**src/rtl/udma_crc_pkg.sv**
```systemverilog
package udma_crc_pkg;

  localparam int CRC_W = 16;
  localparam logic [CRC_W-1:0] CRC_POLY = 16'h1021;

  // strobes from control to datapath
  typedef struct packed {
    logic loadSeed;
    logic fold;
    logic capture;
  } crcStrobes_t;

endpackage

```
**src/rtl/udma_crc_fold.sv**
```systemverilog
module udma_crc_fold
  import udma_crc_pkg::*;
#(
  parameter int FOLD_STYLE = 0  // 0: explicit feedback chain, 1: unrolled serial shift
) (
  input  logic [CRC_W-1:0] crcCur,
  input  logic [CRC_W-1:0] dataWord,
  output logic [CRC_W-1:0] crcNext
);

  localparam int LAST = CRC_W - 1;

  generate
    if (FOLD_STYLE == 0 && CRC_W == 16) begin : g_chain
      always_comb begin
        logic [16:1] fb;
        for (int k = 1; k <= 16; k++) begin
          fb[k] = dataWord[k-1] ^ crcCur[16-k];
          if (k >= 5)  fb[k] = fb[k] ^ fb[k-4];
          if (k >= 12) fb[k] = fb[k] ^ fb[k-11];
        end
        for (int i = 0; i < 16; i++) begin
          crcNext[i] = fb[16-i];
          if (i >= 5)  crcNext[i] = crcNext[i] ^ fb[21-i];
          if (i >= 12) crcNext[i] = crcNext[i] ^ fb[28-i];
        end
      end
    end else begin : g_serial
      always_comb begin
        logic [CRC_W-1:0] acc;
        logic             bitFb;
        acc = crcCur;
        for (int b = 0; b < CRC_W; b++) begin
          bitFb = dataWord[b] ^ acc[LAST];
          acc   = {acc[LAST-1:0], 1'b0} ^ (bitFb ? CRC_POLY : '0);
        end
        crcNext = acc;
      end
    end
  endgenerate

endmodule

```
**src/rtl/udma_crc_datapath.sv**
```systemverilog
module udma_crc_datapath
  import udma_crc_pkg::*;
#(
  parameter logic [CRC_W-1:0] SEED       = 16'h4ABA,
  parameter int               FOLD_STYLE = 0
) (
  input  logic             clk,
  input  logic             rst_n,
  input  crcStrobes_t      strobes,
  input  logic [CRC_W-1:0] wordData,
  input  logic [CRC_W-1:0] rxCrc,
  output logic [CRC_W-1:0] crcRun,
  output logic [CRC_W-1:0] finalCrc,
  output logic             diffNow
);

  logic [CRC_W-1:0] crcReg;
  logic [CRC_W-1:0] crcFolded;
  logic [CRC_W-1:0] captureVal;

  udma_crc_fold #(.FOLD_STYLE(FOLD_STYLE)) u_fold (
    .crcCur  (crcReg),
    .dataWord(wordData),
    .crcNext (crcFolded)
  );

  // a word arriving on the closing edge is part of the result
  assign captureVal = strobes.fold ? crcFolded : crcReg;
  assign diffNow    = (captureVal != rxCrc);

  always_ff @(posedge clk or negedge rst_n) begin
    if (!rst_n) begin
      crcReg <= SEED;
    end else if (strobes.loadSeed) begin
      crcReg <= SEED;
    end else if (strobes.fold) begin
      crcReg <= crcFolded;
    end
  end

  always_ff @(posedge clk or negedge rst_n) begin
    if (!rst_n) begin
      finalCrc <= '0;
    end else if (strobes.capture) begin
      finalCrc <= captureVal;  // bit n stays on bit n
    end
  end

  assign crcRun = crcReg;

endmodule

```
**src/rtl/udma_crc_ctrl.sv**
```systemverilog
module udma_crc_ctrl
  import udma_crc_pkg::*;
(
  input  logic        clk,
  input  logic        rst_n,
  input  logic        burstStart,
  input  logic        wordValid,
  input  logic        burstEnd,
  input  logic        modeCheck,
  input  logic        diffNow,
  output crcStrobes_t strobes,
  output logic        endDone,
  output logic        mismatch
);

  always_comb begin
    strobes.loadSeed = burstStart;
    strobes.fold     = wordValid & ~burstStart;
    strobes.capture  = burstEnd;
  end

  always_ff @(posedge clk or negedge rst_n) begin
    if (!rst_n) begin
      endDone  <= 1'b0;
      mismatch <= 1'b0;
    end else begin
      endDone  <= burstEnd;
      mismatch <= burstEnd & modeCheck & diffNow;
    end
  end

endmodule

```
**src/rtl/udma_crc16.sv**
```systemverilog
module udma_crc16
  import udma_crc_pkg::*;
#(
  parameter logic [15:0] SEED       = 16'h4ABA,
  parameter int          FOLD_STYLE = 0
) (
  input  logic        clk,
  input  logic        rst_n,
  input  logic        burstStart,
  input  logic        wordValid,
  input  logic [15:0] wordData,
  input  logic        burstEnd,
  input  logic [15:0] rxCrc,
  input  logic        modeCheck,
  output logic [15:0] crcRun,
  output logic [15:0] finalCrc,
  output logic        endDone,
  output logic        mismatch
);

  crcStrobes_t strobes;
  logic        diffNow;

  udma_crc_ctrl u_ctrl (
    .clk       (clk),
    .rst_n     (rst_n),
    .burstStart(burstStart),
    .wordValid (wordValid),
    .burstEnd  (burstEnd),
    .modeCheck (modeCheck),
    .diffNow   (diffNow),
    .strobes   (strobes),
    .endDone   (endDone),
    .mismatch  (mismatch)
  );

  udma_crc_datapath #(.SEED(SEED), .FOLD_STYLE(FOLD_STYLE)) u_dp (
    .clk     (clk),
    .rst_n   (rst_n),
    .strobes (strobes),
    .wordData(wordData),
    .rxCrc   (rxCrc),
    .crcRun  (crcRun),
    .finalCrc(finalCrc),
    .diffNow (diffNow)
  );

endmodule

```
**config.mk**
```make
export PLATFORM = sky130hd
export DESIGN_NAME = udma_crc16
export DESIGN_NICKNAME = d
export VERILOG_FILES = /design/src/rtl/udma_crc_pkg.sv /design/src/rtl/udma_crc_fold.sv /design/src/rtl/udma_crc_datapath.sv /design/src/rtl/udma_crc_ctrl.sv /design/src/rtl/udma_crc16.sv
export SDC_FILE = /design/constraint.sdc
export NUM_CORES = 1
export LEC_CHECK = 0
export ABC_AREA = 1
export BUFFER_PORTS_ARGS = -buffer_cell sky130_fd_sc_hd__buf_2
export CAP_MARGIN = 20
export CORE_MARGIN = 3
export CORE_UTILIZATION = 41
export DETAILED_ROUTE_END_ITERATION = 8
export HOLD_SLACK_MARGIN = 0.03
export PLACE_DENSITY = 0.77
export SYNTH_ARGS = -nofsm -noshare
export SYNTH_HDL_FRONTEND = slang
export SYNTH_SLANG_ARGS = --single-unit
```
**constraint.sdc**
```tcl
create_clock -name clk -period 1.8 [get_ports clk]
set_input_delay 0.36 -clock clk [delete_from_list [all_inputs] [get_ports clk]]
set_output_delay 0.36 -clock clk [all_outputs]
set_load 0.1 [all_outputs]
```
* Word-level counts from Yosys, hierarchy flattened
Index checks and enable logic that the tools add are counted.
Word-level totals: bits in read-only memories 0, register bits after elaboration 34, latch bits 0, output and inout bits 34, logic and storage cells 59, RAM bits 0, input port bits 38, memories kept 0
Operators by class: add/subtract/negate cells 0, multiply operators 0, shift operators 0, reduce and logical (&&, ||, !) cells 0, eq/ne operators 1, bitwise gates (word level) 52, $lt $le $gt $ge 0, mux-type cells 2, divide/modulo/power cells 0
Operators by type and width (count):
- 1-bit bitwise XOR | 48
- 16-bit 2-to-1 mux | 2
- 16-bit inequality test | 1
- 1-bit bitwise AND | 3
- 1-bit NOT | 1

* Longest topological paths before layout
word-level depth 10, depth in mapped cells 20, depth with buffers taken out 20

* Modules after synthesis
From an unflattened synthesis, not the netlist that was laid out.
Unflattened totals: cell total of the unflattened synthesis 417, area, all modules 2645.0 µm²
Modules (own cells, without submodules):
- udma_crc_datapath | seq. area each 810.8 µm², instances 1, cells an instance 247, area an instance 1694.1 µm²
- udma_crc_fold | seq. area each 0.0 µm², instances 1, cells an instance 161, area an instance 864.6 µm²
- udma_crc_ctrl | seq. area each 50.0 µm², instances 1, cells an instance 9, area an instance 86.3 µm²

* Worst setup path before layout
No wires, ideal clock.
path type register to register, from register u_dp.crcReg[12], in the netlist u_dp.crcRun[12], to register u_ctrl.mismatch, cell stages (with the launch flop) 18, clock period less this slack 2.431 ns, buffers on the path 0, arrival 2.315 ns, data required time 1.685 ns, setup slack -0.631 ns, library setup time 0.115 ns, path through dfrtp_1 -> inv_1 -> nand2_1 -> nand2_1 -> nand2_1 -> nand2_1 -> nand2_1 -> nand2_1 -> nand2_1 -> nand2_1 -> nand3_1 -> nand2_1 -> nor2_1 -> nand2_1 -> nor2_1 -> nand3_1 -> nor2_1 -> nor2_1
Between the ends: cells in the longest elaborated chain, start to end 10, elaborated cells between the ends (all ways) 18, classes of those cells 1 x eq/ne; 1 x mux; 16 x bitwise
RTL lines:
- from (decl) | RTL line udma_crc_datapath.sv:17 | logic [CRC_W-1:0] crcReg;
- from (signal assigned) | RTL line udma_crc_datapath.sv:37 | crcReg <= crcFolded;
- 1-bit bitwise XOR | RTL line udma_crc_fold.sv:18 | fb[k] = dataWord[k-1] ^ crcCur[16-k];
- 1-bit bitwise XOR (2 in a row) | RTL line udma_crc_fold.sv:19 | if (k >= 5) fb[k] = fb[k] ^ fb[k-4];
- 1-bit bitwise XOR | RTL line udma_crc_fold.sv:20 | if (k >= 12) fb[k] = fb[k] ^ fb[k-11];
- 1-bit bitwise XOR | RTL line udma_crc_fold.sv:19
- 1-bit bitwise XOR | RTL line udma_crc_fold.sv:20
- 1-bit bitwise XOR, on equally long branches | RTL line udma_crc_fold.sv:24, udma_crc_fold.sv:25
- 16-bit 2-to-1 mux (*)
- 16-bit inequality test (*) | RTL line udma_crc_datapath.sv:29 | assign diffNow = (captureVal != rxCrc);
- 1-bit bitwise AND (*) | RTL line udma_crc_ctrl.sv:28 | mismatch <= burstEnd & modeCheck & diffNow;
- to (signal assigned) | RTL line udma_crc_ctrl.sv:28
- to (decl) | RTL line udma_crc_ctrl.sv:13 | output logic mismatch
Mark *: on every way between the ends. The rest lies on a longest branch, timed or not. A chain may end at the register's enable or synchronous reset.

* Worst setup path in the final report
from register u_dp.crcReg[11], in the netlist u_dp.crcRun[11], to register u_ctrl.mismatch
Between the ends: cells in the longest elaborated chain, start to end 9, elaborated cells between the ends (all ways) 16, classes of those cells 1 x eq/ne; 1 x mux; 14 x bitwise
RTL lines (RTL line):
- 1-bit bitwise XOR | udma_crc_fold.sv:18
- 1-bit bitwise XOR (3 in a row) | udma_crc_fold.sv:19
- 1-bit bitwise XOR | udma_crc_fold.sv:20
- 1-bit bitwise XOR, on equally long branches | udma_crc_fold.sv:24, udma_crc_fold.sv:25
- 16-bit 2-to-1 mux (*)
- 16-bit inequality test (*) | udma_crc_datapath.sv:29
- 1-bit bitwise AND (*) | udma_crc_ctrl.sv:28
Marks and branches as above.

==> results.json <==
{
  "cp.arrival_ps": 2710,
  "outcome": "finished with violations",
  "synth_top_area_cell": "nand2_1",
  "yosysMostFrequentCell": "nand2_1",
  "initialDrtViolationCount": 373,
  "synthFlopType": "dfrtp_1",
  "die_area_um2": 7280,
  "grt_pass1_vias": 3229,
  "wire_per_inst_um": 19.3,
  "yosys.area_share.simple_pct": 48.9,
  "viasPerCell": 5.81,
  "core-area_um2": 5990,
  "area_delta_synth_final_pct": 80.5,
  "place_congestion": 0.909,
  "rr_worst_depth": 16,
  "synth_xor_area_share_pct": 5.38,
  "synth-edff-count": 0,
  "hpwl_um": 6610,
  "fp.dieH_um": 85.3,
  "finalHoldViolCount": 0,
  "holdWs_ps": 98.2,
  "timing.final.ws_setup_ps": -725,
  "top_usage_layer": "met2",
  "leakage_uw": 0.00251,
  "utilization_pct": 77.7,
  "rsz0062_at_grt": "true",
  "powerDensity_nw_per_um2": 1030,
  "setup_viol": 28,
  "clk_pin_slew_ps": 80,
  "cp_slowest_cell": "dfstp_4",
  "detail-route-antenna-nets": 0,
  "synth_cell_types": 25,
  "yosys_warnings": 0,
  "critPathKind": "reg2reg",
  "antenna_found_initial": 0,
  "ys_ff_latch": 34,
  "cts_tree": "done",
  "grtUsageMet3_pct": 4.56,
  "cpPeakStageDelay_ps": 680,
  "path_cells": "nand2_2 -> nand2_4 -> nand2_4 -> nand2_4 -> nand2_1 -> nand3_4 -> nand2_4 -> nand2_2 -> nand2_2 -> nand2_1 -> nand2_1 -> nand3b_1 -> nor2_1 -> nand2_1 -> nor2_1 -> nor2_1",
  "synth-compound-area-share_pct": 4.56,
  "synthMuxAreaShare_pct": 0,
  "cp_max_fo": 4,
  "grt_max_degree": 35,
  "drc": 0,
  "dr.pass1.iters": 5,
  "slew_violations": 0,
  "diodes": 0,
  "synth_nets": 450,
  "worst_clock_skew_ps": 11.9,
  "syn_area_um2": 2580,
  "synth_seq_area_share_pct": 33.4,
  "ys_top_cells_by_area": "nand2_1, dfrtp_1, dfstp_2, nand3_1, inv_1",
  "nNetsFinal": 619,
  "async_flop_share_pct": 100,
  "fill_cells": 368,
  "end_kind": "register",
  "io_buffer_count": 71,
  "htreeDepth": 2,
  "numCtsBuffers": 5,
  "violations": "setup timing",
  "start_util_pct": 43.1,
  "worstPathRequired_ps": 1990,
  "worst-path-buf-inv": 0,
  "max_slew_margin_pct": 67.3,
  "crit_path_start_kind": "register",
  "drv_cap": 0,
  "grt-ovfl-total": 0,
  "ioPinCount": 72,
  "grt_use_met1_pct": 29.3,
  "max_freq_mhz": 396,
  "vias": 3817,
  "drive_gt1_share_pct": 58.8,
  "cts_sinks": 34,
  "crit_cells": 16,
  "setup_tns_ps": -5990,
  "min_path_type": "in2async",
  "period_minus_slack_ps": 2520,
  "min_period_over_period_pct": 140,
  "drt_wl_total_um": 12700,
  "grt_pass1_wl_um": 14300,
  "synth_area_per_cell_um2": 6.26,
  "power_uw": 4810,
  "grt_usage_pct": 24.6,
  "synth_top_area_share_pct": 29.7,
  "die_width_um": 85.3,
  "root_buffer": "clkbuf_8",
  "clkLatencyLatePin_ps": 300,
  "synth_common_cells": "nand2_1, inv_1, nand3_1",
  "cts_max_path_buffers": 2,
  "row_count": 28,
  "synth_top_family_by_area": "simple AND/OR/NAND/NOR gates",
  "synth_cells": 412,
  "peakVddDrop_v": 0.000860,
  "crit_family": "simple AND/OR/NAND/NOR gates",
  "grtUsageMet2_pct": 44.2,
  "synthAdderAreaFrac_pct": 0,
  "worst_pin_slew_ps": 494,
  "holdBufCountCts": 0
}
==> worst register-to-register path, delay by kind of cell, from the launching register on <==
family / cells / cell delay [ps]
flip-flops: 1 / 680
AND/OR/NAND/NOR: 16 / 1730
==> kinds of logic after synthesis <==
family,Yosys count
flip-flops,34
buffers and inverters,49
XOR/XNOR,15
AND/OR/NAND/NOR,291
AO/OA/AOI/OAI,23
==> cell usage in the layout, fill, tap and decap left out, drive strengths merged <==
cell type  Yosys  routed
xnor2          6       6
a21oi          2       2
o21ai         19      19
inv           42      42
nand4          1       1
clkinv         1       2
nand3b         5       5
nor2          19      19
clkbuf         4       7
dfstp          8       8
nand2        220     220
buf            2     168
xor2           9       9
a31oi          2       2
or2            3       3
nand3         43      43
dfrtp         26      26
==> registers in the layout, indices dropped and copies added (netlist names) <==
signal and flops:
u_dp.crcRun 16, u_dp.finalCrc 16, u_ctrl.endDone 1, u_ctrl.mismatch 1
==> layer usage <==
layer	part of all wire [%]	vias to the layer above
li1	-	1607
met1	34	1732
met2	45	344
met3	11	134
met4	9.6	0
met5	0	-
==> final cells by class <==
| cell class | instances | area, µm² | area share, % |
|---|---|---|---|
| tap | 75 | 93.8 | 2.02 |
| multi-input combinational | 329 | 2160 | 46.4 |
| clock buffer | 7 | 86.3 | 1.85 |
| clock inverter | 1 | 5.00 | 0.107 |
| timing repair buffer | 168 | 1230 | 26.4 |
| sequential | 34 | 906 | 19.5 |
| inverter | 43 | 174 | 3.74 |
==> through the flow <==
| step | cells | setup slack [ps] | area (µm²) |
|---|---|---|---|
| finish | 657 | -725 | 4660 |
| global route | 657 | -760 | 4660 |
| CTS | 648 | -343 | 4150 |
| detailed placement | 629 | -441 | 3760 |
| global placement | 629 | -375 | 3760 |
| floorplan | 412 | -297 | 2690 |
==> where the power goes <==
part | switching (µW) | internal [µW] | leakage [µW]
logic | 2120 | 1080 | 0.00207
clock network | 305 | 309 | 0.0000482
registers | 96.4 | 900 | 0.000394
total | 2530 | 2290 | 0.00251
==> final timing paths <==
path	startpoint	endpoint	slack (ps)
hold / removal	rst_n	u_dp.crcRun[2]	100
hold reg to reg	u_dp.finalCrc[4]	u_dp.finalCrc[4]	490
min in group clk	modeCheck	u_ctrl.mismatch	300
setup reg to reg	u_dp.crcRun[11]	u_ctrl.mismatch	-720
setup / recovery	u_dp.crcRun[11]	u_ctrl.mismatch	-720
max in group asynchronous	rst_n	u_dp.crcRun[15]	1320
==> repair_timing <==
action                                  4_1_cts  5_1_grt
setup buffers                                15       11
endpoints found under the setup margin       26       31
gates resized for setup                      69      111
pin swaps                                    41       68
(Power assumes the default switching activity.)
